===== src/rtl/saf_pkg.sv =====
package saf_pkg;
  typedef enum logic {
    CMP_DOMAIN = 1'b0,
    CMP_EXACT  = 1'b1
  } cmp_mode_e;
endpackage


===== src/rtl/saf_cfg_reg.sv =====
module saf_cfg_reg
  import saf_pkg::*;
#(
  parameter int DW = 8
) (
  input  logic          clk,
  input  logic          rst_n,
  input  logic          cfg_wr,
  input  logic          in_vld,
  input  logic [DW-1:0] cfg_addr,
  input  logic          cfg_ucast,
  output logic [DW-1:0] stn_addr,
  output cmp_mode_e     stn_mode
);
  // writes land only while the stream is idle
  always_ff @(posedge clk) begin
    if (!rst_n) begin
      stn_addr <= '0;
      stn_mode <= CMP_DOMAIN;
    end else if (cfg_wr && !in_vld) begin
      stn_addr <= cfg_addr;
      stn_mode <= cmp_mode_e'(cfg_ucast);
    end
  end
endmodule


===== src/rtl/saf_addr_cmp.sv =====
module saf_addr_cmp
  import saf_pkg::*;
#(
  parameter int DW = 8
) (
  input  logic [DW-1:0] ref_addr,
  input  cmp_mode_e     ref_mode,
  input  logic [DW-1:0] rx_addr,
  output logic          hit
);
  logic [DW-1:0] both_set;
  logic [DW-1:0] same_bit;

  for (genvar b = 0; b < DW; b++) begin : g_bit
    assign both_set[b] = ref_addr[b] & rx_addr[b];
    assign same_bit[b] = ~(ref_addr[b] ^ rx_addr[b]);
  end

  always_comb begin
    unique case (ref_mode)
      CMP_DOMAIN: hit = |both_set;
      CMP_EXACT:  hit = &same_bit;
      default:    hit = 1'b0;
    endcase
  end
endmodule


===== src/rtl/saf_gate_fsm.sv =====
module saf_gate_fsm
  import saf_pkg::*;
#(
  parameter int          DW        = 8,
  parameter logic [DW-1:0] MARK_CODE = 8'hFD
) (
  input  logic          clk,
  input  logic          rst_n,
  input  logic          filt_en,
  input  logic          take,
  input  logic          in_ctl,
  input  logic [DW-1:0] in_data,
  input  logic [DW-1:0] stn_addr,
  input  cmp_mode_e     stn_mode,
  input  logic          hit,
  output logic [DW-1:0] snap_addr,
  output cmp_mode_e     snap_mode,
  output logic          acc_stb,
  output logic          gate_open
);
  logic armed;
  logic gate_q;
  logic is_mark;

  assign is_mark = in_ctl && (in_data == MARK_CODE);

  always_comb begin
    acc_stb = 1'b0;
    if (!filt_en)                acc_stb = take;
    else if (take) begin
      if (is_mark)               acc_stb = 1'b0;
      else if (armed && !in_ctl) acc_stb = 1'b0;
      else                       acc_stb = gate_q;
    end
  end

  always_ff @(posedge clk) begin
    if (!rst_n) begin
      armed     <= 1'b0;
      gate_q    <= 1'b0;
      snap_addr <= '0;
      snap_mode <= CMP_DOMAIN;
    end else if (filt_en && take) begin
      if (is_mark) begin
        armed     <= 1'b1;
        snap_addr <= stn_addr;
        snap_mode <= stn_mode;
      end else if (armed) begin
        armed <= 1'b0;
        if (!in_ctl) gate_q <= hit;
      end
    end
  end

  assign gate_open = !filt_en || gate_q;
endmodule


===== src/rtl/saf_filter.sv =====
module saf_filter
  import saf_pkg::*;
#(
  parameter int            DW        = 8,
  parameter logic [DW-1:0] MARK_CODE = 8'hFD
) (
  input  logic          clk,
  input  logic          rst_n,
  input  logic          filt_en,
  input  logic          cfg_wr,
  input  logic [DW-1:0] cfg_addr,
  input  logic          cfg_ucast,
  input  logic          in_vld,
  output logic          in_rdy,
  input  logic          in_ctl,
  input  logic [DW-1:0] in_data,
  input  logic          out_rdy,
  output logic          acc_stb,
  output logic          gate_open
);
  logic [DW-1:0] stn_addr;
  cmp_mode_e     stn_mode;
  logic [DW-1:0] snap_addr;
  cmp_mode_e     snap_mode;
  logic          hit;
  logic          take;

  assign in_rdy = out_rdy;
  assign take   = in_vld && out_rdy;

  saf_cfg_reg #(.DW(DW)) u_cfg (
    .clk(clk), .rst_n(rst_n), .cfg_wr(cfg_wr), .in_vld(in_vld),
    .cfg_addr(cfg_addr), .cfg_ucast(cfg_ucast),
    .stn_addr(stn_addr), .stn_mode(stn_mode)
  );

  saf_addr_cmp #(.DW(DW)) u_cmp (
    .ref_addr(snap_addr), .ref_mode(snap_mode),
    .rx_addr(in_data), .hit(hit)
  );

  saf_gate_fsm #(.DW(DW), .MARK_CODE(MARK_CODE)) u_fsm (
    .clk(clk), .rst_n(rst_n), .filt_en(filt_en), .take(take),
    .in_ctl(in_ctl), .in_data(in_data),
    .stn_addr(stn_addr), .stn_mode(stn_mode), .hit(hit),
    .snap_addr(snap_addr), .snap_mode(snap_mode),
    .acc_stb(acc_stb), .gate_open(gate_open)
  );
endmodule


===== config.mk =====
export PLATFORM = sky130hd
export DESIGN_NAME = saf_filter
export DESIGN_NICKNAME = d
export VERILOG_FILES = /design/src/rtl/saf_pkg.sv /design/src/rtl/saf_cfg_reg.sv /design/src/rtl/saf_addr_cmp.sv /design/src/rtl/saf_gate_fsm.sv /design/src/rtl/saf_filter.sv
export SDC_FILE = /design/constraint.sdc
export NUM_CORES = 1
export LEC_CHECK = 0
export CORE_MARGIN = 2
export CORE_UTILIZATION = 45
export CTS_CLUSTER_DIAMETER = 60
export CTS_CLUSTER_SIZE = 14
export DETAILED_ROUTE_END_ITERATION = 12
export PLACE_DENSITY_LB_ADDON = 0.08
export SLEW_MARGIN = 10
export SYNTH_ARGS = -nofsm -noshare
export SYNTH_HDL_FRONTEND = slang
export SYNTH_SLANG_ARGS = --single-unit

===== constraint.sdc =====
create_clock -name clk -period 2.34 [get_ports clk]
set_input_delay 0.351 -clock clk [delete_from_list [all_inputs] [get_ports clk]]
set_output_delay 0.351 -clock clk [all_outputs]
set_load 0.005 [all_outputs]

==> results of run 1 <==
==> sequential cells by signal, indices dropped and copies added, names as in the netlist <==
register and flops:
u_fsm.gate_q 1, u_fsm.armed 1, u_fsm.snap_mode 1, u_cfg.stn_mode 1, u_cfg.stn_addr 8, u_fsm.snap_addr 8
==> how the worst max path moves through the flow <==
stage                     endpoint  slack (ns)  cells after the start
after floorplan            acc_stb        1.04                      3
after global placement     acc_stb        0.09                      5
after detailed placement   acc_stb        0.07                      5
after CTS                  acc_stb        0.06                      5
after global routing       acc_stb        0.07                      5
final                      acc_stb        0.16                      5
==> layout make-up <==
type	instances	area (µm²)	share of cell area (%)
clock inverter	1	30.03	2.228
clock buffer	3	22.52	1.671
tap	28	35.03	2.600
multi-input combinational	86	584.3	43.36
sequential	20	400.4	29.71
timing repair buffer	28	275.3	20.43
==> worst min-delay path, cell delays in order, from the launching register on <==
cell	delay [ns]
dfxtp_1	0.32
nand2_1	0.05
mux2i_1	0.05
==> kinds of logic (layout without fill, tap and decap cells) <==
logic type | count (synthesis) | count (layout) | share of synthesized area (%)
fa+ha+maj | 8 | 8 | 9.828
mux | 9 | 9 | 8.846
simple gates | 54 | 54 | 27.03
flops | 20 | 20 | 39.31
compound gates | 15 | 15 | 10.93
buf+inv | 7 | 32 | 4.054
==> layout by cell type (no fill, tap or decap), types with 2 or more instances in the layout <==
| cell type | count |
|---|---|
| nand2_1 | 38 |
| clkdlybuf4s50_1 | 26 |
| dfxtp_1 | 20 |
| mux2i_1 | 9 |
| a21boi_0 | 9 |
| ha_1 | 8 |
| nand2b_1 | 3 |
| nor4_1 | 3 |
| clkbuf_4 | 3 |
| a21oi_1 | 2 |
| nor2_1 | 2 |
| buf_4 | 2 |
==> routing by layer <==
metal / up-vias / GRT usage [%] / wire length, µm
li1: 436 / - / -
met1: 362 / 19.86 / 905
met2: 21 / 25.64 / 828
met3: 2 / 3.448 / 134
met4: 0 / 7.895 / 13
met5: - / 0 / 0
==> stage by stage <==
step                      total power [W]  instance area (µm²)  utilization (%)  hold WS (ns)  setup WS, ns
after floorplan                 0.0003905                 1018                -        0.4382         1.043
after global placement          0.0004427                 1287            59.34        0.4483       0.08919
after detailed placement        0.0004439                 1287            59.34        0.4530       0.06728
after CTS                       0.0007264                 1340            61.76        0.4685       0.05797
after global routing            0.0007453                 1348            62.11        0.4870       0.06736
final                           0.0007160                 1348            62.11        0.4644        0.1602
==> where the power goes <==
group	total [W]	switching (W)	internal, W	leakage [nW]
clock network	0.000280	0.000107	0.000173	0.0279
logic	0.0000854	0.0000340	0.0000514	0.317
registers	0.000351	0.00000336	0.000347	0.162
total	0.000716	0.000144	0.000572	0.507
==> results.cfg, run 1 <==
[timing]
clock.fmax_ghz = 0.4588
rsz0062_at_grt = false
finalClockSkew_ns = 0.007842
fin_crit_ns = 2.180
final.setup.tns_ns = 0
relSlewSlack_pct = 59.58
finalHoldViolCount = 0
finalSetupViolCount = 0
slew_violations = 0
worst_pin_slew_ns = 0.6050
period_share_pct = 93.15

[synth]
synth_edf_count = 0
yosysUniqueCellTypes = 25
yosysTopAreaCellShare_pct = 39.31
syn_inst = 113
netlist_area_um2 = 1018
synth-seq-cells = 20
synth_flop_cell = dfxtp_1
netlist_top_cells_count = nand2_1, dfxtp_1, a21boi_0, mux2i_1, ha_1
yosysSeqAreaShare_pct = 39.31
ys_top_cells_by_area = dfxtp_1, nand2_1, ha_1
ys_warn_count = 0
yosys.cell_count.top_type = nand2_1
synth_area_leader_cell = dfxtp_1
synthArstFlopShare_pct = 0
synth.avg_cell_area_um2 = 9.013
postSynthNetCount = 145

[die]
ios = 27
dieArea_um2 = 2660
num_rows = 17
die_x_um = 51.58
core_area_um2 = 2170
start_util_pct = 46.94
die_h_um = 51.58

[setup_path]
cp-startpoint = in_data[3]
slowest_delay_ns = 0.53
cp_max_fo = 2
r2r-end = u_fsm.gate_q
cpLargestDelayFamily = buffers and inverters
path_cells = clkdlybuf4s50_1 -> nand4b_4 -> o311ai_2 -> a21oi_1 -> clkdlybuf4s50_1
ff2ff_setup_slack_ns = 0.98
crit_path_end_kind = output port
required_ns = 1.99
path_buf_inv = 2
r2r_cells = 4
crit_top_cell = clkdlybuf4s50_1
critPathSlowestCell = clkdlybuf4s50_1
path_class = in2out
worstPathArrival_ns = 1.83
reg2reg_from = u_fsm.snap_addr[1]
cp-start-kind = input pin

[hold_path]
hp-start = u_cfg.stn_addr[5]
hold_path_class = reg2reg
hold_path_depth = 2
worstHoldEndpoint = u_fsm.snap_addr[5]

[clock_tree]
clk-insertion-delay-late_ns = 0.30
postCtsHoldBufs = 0
htreeDepth = 1
clock-root-buffer = clkbuf_4
cts_tree = done
clock_sinks = 20
cts.clk_slew.worst_paths_ns = 0.11
clock_path_buffers = 2
post_cts_buffers = 0
cts_resized = 0
cts_buffers = 3

[grt]
grtUsageTotal_pct = 15.85
grt_pass1_wl_um = 3174
grt_start_max_net_pins = 30
grt_overflow = 0
grt_pass1_vias = 794
antenna_found_initial = 0

[layout]
final-instance-count-excl-fill = 166
fillCellCount = 207
diodes = 0
fin_nets = 171
drive_gt1_share_pct = 7.246
area_delta_synth_final_pct = 32.31

[power]
ir_worst_vdd_mv = 0.3574
power_density_nw_per_um2 = 531.4
p_leak_nw = 0.5067

[drt]
first_pass_iters = 4
first_iter_violations = 6
postRouteWirelength_um = 1881
route.detailed.drc = 0
vias_per_cell = 4.946
ant_nets = 0
avgRoutedWirePerCell_um = 11.33
vias = 821

[place]
hpwl_um = 1400
io_buffers = 26
placed_cells = 162
place.gp.congestion = 0.7241

[run]
drv_cap = 0

[run_status]
status = completed
No activity file was read; power rests on OpenSTA's default activity.
==> run 2: changes to the inputs <==
--- a/config.mk
+++ b/config.mk
@@ -5,8 +5,7 @@
 export SDC_FILE = /design/constraint.sdc
 export NUM_CORES = 1
 export LEC_CHECK = 0
-export CORE_MARGIN = 2
-export CORE_UTILIZATION = 45
+export CORE_UTILIZATION = 43
 export CTS_CLUSTER_DIAMETER = 60
 export CTS_CLUSTER_SIZE = 14
 export DETAILED_ROUTE_END_ITERATION = 12
==> run 2 against run 1 <==
  * Core utilization shrank 1.2 points
  * Cell area is the same
  * Sequential power about the same
  * Highest routed layer unchanged
==> results.cfg, run 2 (synthesized netlist as in run 1, its figures left out) <==
[place]
dpl_cell_area_um2 = 1287
io_buffers = 26
post-place-ws_ns = 0.04385
hpwl_um = 1466
place.gp.congestion = 0.7422

[timing]
period_share_pct = 93.92
finalClockSkew_ns = 0.002635
fin_crit_ns = 2.198
finalSetupViolCount = 0
worst_pin_slew_ns = 0.6496
relSlewSlack_pct = 56.60
slew_violations = 0
final.setup.tns_ns = 0
final.setup.worst_slack_ns = 0.1423
clock.fmax_ghz = 0.4550
rsz0062_at_grt = false
finalHoldViolCount = 0

[layout]
fin_area_um2 = 1348
area_delta_synth_final_pct = 32.31
layout_commonest_cell = nand2_1
fin_nets = 171
reg_top3 = u_cfg.stn_addr (8), u_fsm.snap_addr (8)
drive_gt1_share_pct = 7.246
fillCellCount = 219
diodes = 0
area.sequential_um2 = 400.4
most-common-layout-cells = nand2_1, clkdlybuf4s50_1, dfxtp_1
multi_input_area_um2 = 584.3

[drt]
first_iter_violations = 12
first_pass_iters = 4
route.detailed.drc = 0
vias_per_cell = 4.952
vias = 822
avgRoutedWirePerCell_um = 12.11
postRouteWirelength_um = 2010
ant_nets = 0

[clock_tree]
cts_tree = done
cts_buffers = 3
htreeDepth = 1
clk-insertion-delay-late_ns = 0.30
clock_sinks = 20
clock-root-buffer = clkbuf_4
clock_path_buffers = 2
cts_resized = 0
post_cts_buffers = 0
postCtsHoldBufs = 0
cts.clk_slew.worst_paths_ns = 0.11

[setup_path]
worstPathArrival_ns = 1.85
cp_max_fo = 2
path_buf_inv = 2
critPathSlowestCell = clkdlybuf4s50_1
crit_path_end_kind = output port
slowest_delay_ns = 0.54
crit_top_cell = clkdlybuf4s50_1
path_class = in2out
path_cells = clkdlybuf4s50_1 -> nand4b_4 -> o311ai_2 -> a21oi_1 -> clkdlybuf4s50_1
cpLargestDelayFamily = buffers and inverters
cp-start-kind = input pin
required_ns = 1.99

[grt]
grtUsageTotal_pct = 18.38
grt_pass1_vias = 832
grt_overflow = 0
antenna_found_initial = 0
grt_pass1_wl_um = 3491
grt_start_max_net_pins = 30

[power]
power_density_nw_per_um2 = 531.5
ir_worst_vdd_mv = 0.3826
p_leak_nw = 0.5067

[run_status]
status = completed

[hold_path]
hold_path_class = reg2reg

[die]
dieArea_um2 = 2567
core_area_um2 = 2212
die_x_um = 50.67
start_util_pct = 46.04
die_h_um = 50.67
ios = 27
num_rows = 17

[run]
drv_cap = 0
[run 2: cell counts in the layout (fill, tap and decap cells not counted)]
Identical to the previous run, type by type.
[run 2: worst paths after layout]
| path | start | end | slack (ns) | depth (start not counted) |
|---|---|---|---|---|
| max | in_data[3] | acc_stb | 0.14 | 5 |
| min | u_cfg.stn_addr[5] | u_fsm.snap_addr[5] | 0.47 | 2 |
| max reg2reg | u_fsm.snap_addr[1] | u_fsm.gate_q | 0.88 | 4 |
| min reg2reg | u_cfg.stn_addr[5] | u_fsm.snap_addr[5] | 0.47 | 2 |
[run 2: power by group]
group | switching, W | internal [W]
combinational | 0.0000340 | 0.0000515
clock | 0.000107 | 0.000173
sequential | 0.00000332 | 0.000347
[run 2: per-stage QoR]
stage	util [%]	hold slack [ns]	power, W	std cells
2_1_floorplan	-	0.4382	0.0003905	113
3_3_place_gp	58.20	0.4462	0.0004427	162
3_5_place_dp	58.20	0.4534	0.0004439	162
4_1_cts	60.58	0.4707	0.0007251	166
5_1_grt	60.92	0.4836	0.0007473	166
6_report	60.92	0.4680	0.0007162	166
[run 2: metal layers]
| metal | share of wire (%) | up-vias | routed length [µm] | track usage (%) |
|---|---|---|---|---|
| met1 | 46 | 359 | 930 | 21.48 |
| met2 | 47 | 23 | 940 | 31.56 |
| met5 | 0 | - | 0 | 0 |
| li1 | - | 436 | - | - |
| met4 | 1.5 | 0 | 30 | 11.11 |
| met3 | 5.4 | 4 | 108 | 2.424 |
[run 2: final cells by class]
class | instances | area share (%)
clock buffer | 3 | 1.671
sequential | 20 | 29.71
clock inverter | 1 | 2.228
timing repair buffer | 28 | 20.43
tap | 28 | 2.600
multi-input combinational | 86 | 43.36
[run 2: worst reg2reg max path, delay by kind of cell, from the launching register on]
family          cells  cell delay, ns
compound gates      2            0.49
fa+ha+maj           1            0.18
flops               1            0.34
simple gates        1            0.35
